<file path="src/rtl/blink_pkg.sv">
package blink_pkg;
  // Width of the exponent field in the control register
  localparam int SEL_W = 4;

  // Control register bit positions
  localparam int RUN_BIT  = 4;
  localparam int STOP_BIT = 5;
  localparam int MASK_BIT = 6;
  localparam int CTRL_W   = 7;

  typedef enum logic [1:0] {
    REG_CTRL   = 2'd0,
    REG_PERIOD = 2'd1,
    REG_DUTY   = 2'd2,
    REG_COUNT  = 2'd3
  } regIdx_e;

  // Strobes from control to datapath
  typedef struct packed {
    logic restart;
    logic run;
  } dpStrobe_t;
endpackage

</file>
<file path="src/rtl/blink_dp.sv">
module blink_dp
  import blink_pkg::*;
#(
  parameter int PHASE_W = 12,
  parameter int MAX_EXP = 13
) (
  input  logic               clk,
  input  logic               rstN,
  input  dpStrobe_t          strobe,
  input  logic [SEL_W-1:0]   expSel,
  input  logic [PHASE_W-1:0] period,
  input  logic [PHASE_W-1:0] duty,
  output logic               wrapPulse,
  output logic               ledOut
);
  logic [MAX_EXP-1:0] preCnt;
  logic [MAX_EXP-1:0] tickMask;
  logic [PHASE_W-1:0] phase;
  logic [PHASE_W:0]   phaseNext;
  logic               tick;
  logic               lastPhase;

  // Tick every 2^(MAX_EXP-expSel) cycles; counter starts at zero on restart
  assign tickMask  = {MAX_EXP{1'b1}} >> expSel;
  assign tick      = strobe.run && ((preCnt & tickMask) == tickMask);
  assign phaseNext = {1'b0, phase} + {{PHASE_W{1'b0}}, 1'b1};
  assign lastPhase = phaseNext >= {1'b0, period};
  assign wrapPulse = tick && lastPhase;
  assign ledOut    = strobe.run && (phase < duty);

  always_ff @(posedge clk) begin
    if (!rstN) begin
      preCnt <= '0;
      phase  <= '0;
    end else if (strobe.restart) begin
      preCnt <= '0;
      phase  <= '0;
    end else if (strobe.run) begin
      preCnt <= preCnt + {{(MAX_EXP-1){1'b0}}, 1'b1};
      if (tick) phase <= lastPhase ? '0 : phaseNext[PHASE_W-1:0];
    end
  end


  phase_range_chk: assert property (@(posedge clk) disable iff (!rstN)
    (period != '0) |-> (phase < period));


  restart_zero_chk: assert property (@(posedge clk) disable iff (!rstN)
    strobe.restart |=> (phase == '0) && (preCnt == '0));


  frozen_phase_chk: assert property (@(posedge clk) disable iff (!rstN)
    (!strobe.run && !strobe.restart) |=> $stable(phase));
endmodule

</file>
<file path="src/rtl/blink_ctrl.sv">
module blink_ctrl
  import blink_pkg::*;
#(
  parameter int PHASE_W = 12,
  parameter int STOP_W  = 16,
  parameter int DATA_W  = 16,
  parameter int MAX_EXP = 13
) (
  input  logic               clk,
  input  logic               rstN,
  input  logic [1:0]         busAddr,
  input  logic               busWrEn,
  input  logic [DATA_W-1:0]  busWrData,
  output logic [DATA_W-1:0]  busRdData,
  input  logic               wrapPulse,
  output dpStrobe_t          strobe,
  output logic [SEL_W-1:0]   expSel,
  output logic [PHASE_W-1:0] period,
  output logic [PHASE_W-1:0] duty,
  output logic               irqOut
);
  localparam logic [SEL_W-1:0]  MAX_SEL = SEL_W'(MAX_EXP);
  localparam logic [STOP_W-1:0] ONE     = STOP_W'(1);

  logic [CTRL_W-1:0]  ctrlReg;
  logic [PHASE_W-1:0] periodReg;
  logic [PHASE_W-1:0] dutyReg;
  logic [STOP_W-1:0]  countReg;
  logic [STOP_W-1:0]  remain;
  logic               irqFlag;
  logic wrCtrl, wrPeriod, wrDuty, wrCount, stopNow;

  assign wrCtrl   = busWrEn && (regIdx_e'(busAddr) == REG_CTRL);
  assign wrPeriod = busWrEn && (regIdx_e'(busAddr) == REG_PERIOD);
  assign wrDuty   = busWrEn && (regIdx_e'(busAddr) == REG_DUTY);
  assign wrCount  = busWrEn && (regIdx_e'(busAddr) == REG_COUNT);

  // Final period of an auto-stop run; a write in the same cycle wins
  assign stopNow = wrapPulse && ctrlReg[RUN_BIT] && ctrlReg[STOP_BIT]
                   && (remain <= ONE) && !busWrEn;

  assign expSel = (ctrlReg[SEL_W-1:0] > MAX_SEL) ? MAX_SEL : ctrlReg[SEL_W-1:0];
  assign period = periodReg;
  assign duty   = dutyReg;
  assign strobe.restart = busWrEn;
  assign strobe.run     = ctrlReg[RUN_BIT];
  assign irqOut = irqFlag && !ctrlReg[MASK_BIT];

  always_comb begin
    unique case (regIdx_e'(busAddr))
      REG_CTRL:   busRdData = DATA_W'(ctrlReg);
      REG_PERIOD: busRdData = DATA_W'(periodReg);
      REG_DUTY:   busRdData = DATA_W'(dutyReg);
      REG_COUNT:  busRdData = DATA_W'(countReg);
      default:    busRdData = '0;
    endcase
  end

  always_ff @(posedge clk) begin
    if (!rstN) begin
      ctrlReg   <= '0;
      periodReg <= '0;
      dutyReg   <= '0;
      countReg  <= '0;
      remain    <= '0;
      irqFlag   <= 1'b0;
    end else begin
      if (wrCtrl)       ctrlReg <= busWrData[CTRL_W-1:0];
      else if (stopNow) ctrlReg[RUN_BIT] <= 1'b0;

      if (wrPeriod) periodReg <= busWrData[PHASE_W-1:0];
      if (wrDuty)   dutyReg   <= busWrData[PHASE_W-1:0];
      if (wrCount)  countReg  <= busWrData[STOP_W-1:0];

      if (busWrEn)
        remain <= wrCount ? busWrData[STOP_W-1:0] : countReg;
      else if (wrapPulse && ctrlReg[STOP_BIT])
        remain <= (remain <= ONE) ? '0 : remain - ONE;

      if (wrCtrl)       irqFlag <= 1'b0;
      else if (stopNow) irqFlag <= 1'b1;
    end
  end


  autostop_off_chk: assert property (@(posedge clk) disable iff (!rstN)
    (wrapPulse && ctrlReg[STOP_BIT] && ctrlReg[RUN_BIT] && (remain == ONE) && !busWrEn)
      |=> !ctrlReg[RUN_BIT]);


  flag_rise_chk: assert property (@(posedge clk) disable iff (!rstN)
    $rose(irqFlag) |-> ($past(ctrlReg[RUN_BIT]) && !ctrlReg[RUN_BIT]));


  flag_hold_chk: assert property (@(posedge clk) disable iff (!rstN)
    (irqFlag && !wrCtrl) |=> irqFlag);
endmodule

</file>
<file path="src/rtl/led_blinker.sv">
module led_blinker
  import blink_pkg::*;
#(
  parameter int PHASE_W = 12,
  parameter int STOP_W  = 16,
  parameter int DATA_W  = 16,
  parameter int MAX_EXP = 13
) (
  input  logic              clk,
  input  logic              rstN,
  input  logic [1:0]        busAddr,
  input  logic              busWrEn,
  input  logic [DATA_W-1:0] busWrData,
  output logic [DATA_W-1:0] busRdData,
  output logic              ledOut,
  output logic              irqOut
);
  dpStrobe_t          strobe;
  logic [SEL_W-1:0]   expSel;
  logic [PHASE_W-1:0] period;
  logic [PHASE_W-1:0] duty;
  logic               wrapPulse;

  blink_ctrl #(
    .PHASE_W(PHASE_W), .STOP_W(STOP_W), .DATA_W(DATA_W), .MAX_EXP(MAX_EXP)
  ) u_ctrl (
    .clk(clk), .rstN(rstN), .busAddr(busAddr), .busWrEn(busWrEn),
    .busWrData(busWrData), .busRdData(busRdData), .wrapPulse(wrapPulse),
    .strobe(strobe), .expSel(expSel), .period(period), .duty(duty),
    .irqOut(irqOut)
  );

  blink_dp #(
    .PHASE_W(PHASE_W), .MAX_EXP(MAX_EXP)
  ) u_dp (
    .clk(clk), .rstN(rstN), .strobe(strobe), .expSel(expSel),
    .period(period), .duty(duty), .wrapPulse(wrapPulse), .ledOut(ledOut)
  );
endmodule

</file>
<file path="config.mk">
export PLATFORM = sky130hd
export DESIGN_NAME = led_blinker
export DESIGN_NICKNAME = d
export VERILOG_FILES = /design/src/rtl/blink_pkg.sv /design/src/rtl/blink_dp.sv /design/src/rtl/blink_ctrl.sv /design/src/rtl/led_blinker.sv
export SDC_FILE = /design/constraint.sdc
export NUM_CORES = 1
export LEC_CHECK = 0
export ABC_AREA = 1
export CAP_MARGIN = 20
export CORE_MARGIN = 10
export CORE_UTILIZATION = 65
export DETAILED_ROUTE_END_ITERATION = 6
export DONT_BUFFER_PORTS = 1
export PLACE_DENSITY = 0.81
export SLEW_MARGIN = 20
export SYNTH_ARGS = -nofsm -noshare
export SYNTH_HDL_FRONTEND = slang
export SYNTH_SLANG_ARGS = --single-unit
</file>
<file path="constraint.sdc">
create_clock -name clk -period 4.6 [get_ports clk]
set_input_delay 0.69 -clock clk [delete_from_list [all_inputs] [get_ports clk]]
set_output_delay 0.69 -clock clk [all_outputs]
set_load 0.02 [all_outputs]
</file>
==> metrics.cfg <==
[outcome]
outcome = completed

[worst_setup_path]
r2r-start = u_dp.phase[0]
crit_path_frequent_cell = nor2_1
startpoint = u_dp.phase[0]
worstSetupPathType = flip-flop to flip-flop
critPathCaptureType = flip-flop
cp_cell_sequence = inv_1 > nor2_1 > nand3_1 > inv_1 > nand2_1 > xor2_1 > inv_1 > ha_1 > nand3_1 > nor3_1 > nand2_1 > nor2_1 > nor2_1 > nor2_2 > nand2_2 > nand3_1 > nand2_1 > nor2_1
rrSetupSlack_ns = 1.58
max_stage_delay_ns = 0.41
start_kind = flip-flop
cp_max_fo = 16
arrival_ns = 3.33
cp_data_required_time_ns = 4.91
crit_slowest_cell = dfxtp_1

[sta]
slew_headroom_pct = 26.0
finalWorstSetupSlack_ns = 1.58
finalHoldViolCount = 0
setup_tns_ns = 0
worst_slew_pin_slew_ns = 1.11
rsz0062_at_grt = no
final_max_slew_viol_count = 0
whs_ns = 0.463
fin_crit_sh_pct = 65.7
period_minus_slack_ns = 3.02
fin_skew_ns = 0.00736
fmax_ghz = 0.331
setup_viol_count_final = 0

[final_layout]
syn_to_final_growth_pct = 3.44
layout.nets = 789
n_antenna_cell = 0
postLayoutCellArea_mm2 = 0.00546
finalCoreUtilization_pct = 69.9
drive_gt1_share_pct = 8.33
final_cell_mix = nand2_1 (115), inv_1 (112), nor2_1 (104), dfxtp_1 (89), o21ai_0 (62)
finalNonFillerCells = 846
multi_input_area_mm2 = 0.00290
register_area_mm2 = 0.00178
nFillCells = 675
mostFrequentLayoutCell = nand2_1

[global_route]
grt_pass1_vias = 4395
grt_pass1_wl_um = 22300
track_usage_pct = 23.2
grt_max_degree = 47
met3_usage_pct = 5.86
met1_usage_pct = 29.5
grt.busiest_layer = met2
antenna_found_initial = 0
grtUsageMet2_pct = 37.3
gr-total-overflow = 0

[cts]
htree_levels = 3
cts_buffer_depth = 2
root_buffer = clkbuf_8
clock-sinks = 89
cts_tree = built
numCtsBuffers = 9
clkSlewWorstSetupHoldPaths_ns = 0.09
ctsHoldBuffers = 0
clkLatencyLatePin_ns = 0.36
postCtsSetupBuffers = 0
cts_resized = 0

[power]
cellLeakagePower_nw = 2.37
power_mw = 1.65
powerDensity_mw_per_mm2 = 302
peakVddDrop_mv = 0.236

[detailed_routing]
dr.pass1.iters = 6
antenna_left = 0
drtIter0Drc = 521
drc = 0
vias = 4798
wirelength_um = 13700
post_drt_wl_per_cell_um = 16.2
routed_via_density = 5.67

[synth]
synth_area_per_cell_um2 = 6.98
yosys_warnings = 0
ys_ff_latch = 89
syn-cell-area_mm2 = 0.00528
synth_top_area_share_pct = 33.8
synth_area_leader_cell = dfxtp_1
ys_seq_area_share_pct = 33.8
ys_top_cells_by_area = dfxtp_1 (34%), nand2_1 (8.2%), inv_1 (8.0%)
syn_inst = 756
synth_cell_types = 41
synth_nets = 805

[flow_run]
cap_violations = 0

[floorplanning]
rows = 32
fp.dieH_um = 110
start_util_pct = 67.6
core_area_mm2 = 0.00781
ios = 39
fp.dieArea_mm2 = 0.0121
die_w_um = 110

[placement]
dp.cells = 831
gp_congestion = 0.887
place_hpwl_um = 10000
port_buffers = 0
pre_cts_slack_ns = 1.71
dpl-instance-area_mm2 = 0.00526

[min_path]
hold_class = input port to flip-flop
min_from = rstN

[area by class of cell]
| type | count | share of cell area, % |
|---|---|---|
| sequential | 89 | 32.6 |
| clock inverter | 4 | 0.963 |
| multi-input combinational | 522 | 53.1 |
| inverter | 118 | 8.16 |
| tap | 102 | 2.34 |
| clock buffer | 11 | 2.77 |
[per-layer routing]
metal	part of all wire (%)	up-vias
met5	0	-
met1	41	2163
met3	8.5	30
met4	2.6	0
li1	-	2416
met2	47	189
[cells by family after synthesis]
logic type	after synthesis	share of synthesized area, %
flops	89	33.8
buf+inv	145	11.3
compound gates	164	17.4
mux	2	0.379
xor+xnor	22	3.65
simple gates	306	26.9
fa+ha+maj	28	6.64
[Yosys cell counts, drive strengths merged]
library cell / count
nor2: 123
nand2: 120
inv: 118
dfxtp: 89
o21ai: 67
a21oi: 58
nand3: 44
ha: 28
xor2: 19
clkbuf: 17
o22ai: 15
nor3: 11
buf: 10
a22oi: 9
o221ai: 5
nand4: 3
o211ai: 3
xnor2: 3
a221oi: 2
mux2i: 2
nor3b: 2
o2111ai: 2
a211oi: 1
a21boi: 1
a311oi: 1
nand3b: 1
nor2b: 1
nor4: 1
[worst paths after layout]
check,end,cells after the start
hold / removal,u_ctrl.remain[12],2
setup reg to reg,u_ctrl.remain[4],18
hold reg to reg,u_ctrl.irqFlag,2
setup / recovery,u_ctrl.remain[4],18
[sequential cells by signal, indices dropped and copies added, names as in the netlist]
| signal | count |
|---|---|
| u_dp.preCnt | 13 |
| u_dp.phase | 12 |
| u_ctrl.ctrlReg | 7 |
| u_ctrl.irqFlag | 1 |
| u_ctrl.countReg | 16 |
| u_ctrl.duty | 12 |
| u_ctrl.remain | 16 |
| u_ctrl.period | 12 |
[critical path: cells and delay by family, from the launching register on]
kind / cells / cell delay [ns]
and+or+nand+nor: 13 / 1.83
buffers and inverters: 3 / 0.30
xor gates and xnor gates: 1 / 0.12
adders and majority gates: 1 / 0.29
DFF: 1 / 0.41
[where the power goes]
part           leakage (nW)  switching (mW)  internal, mW
logic                  1.54           0.172        0.0829
clock network         0.105           0.289         0.279
registers             0.726          0.0220         0.802
(Power assumes the default switching activity.)
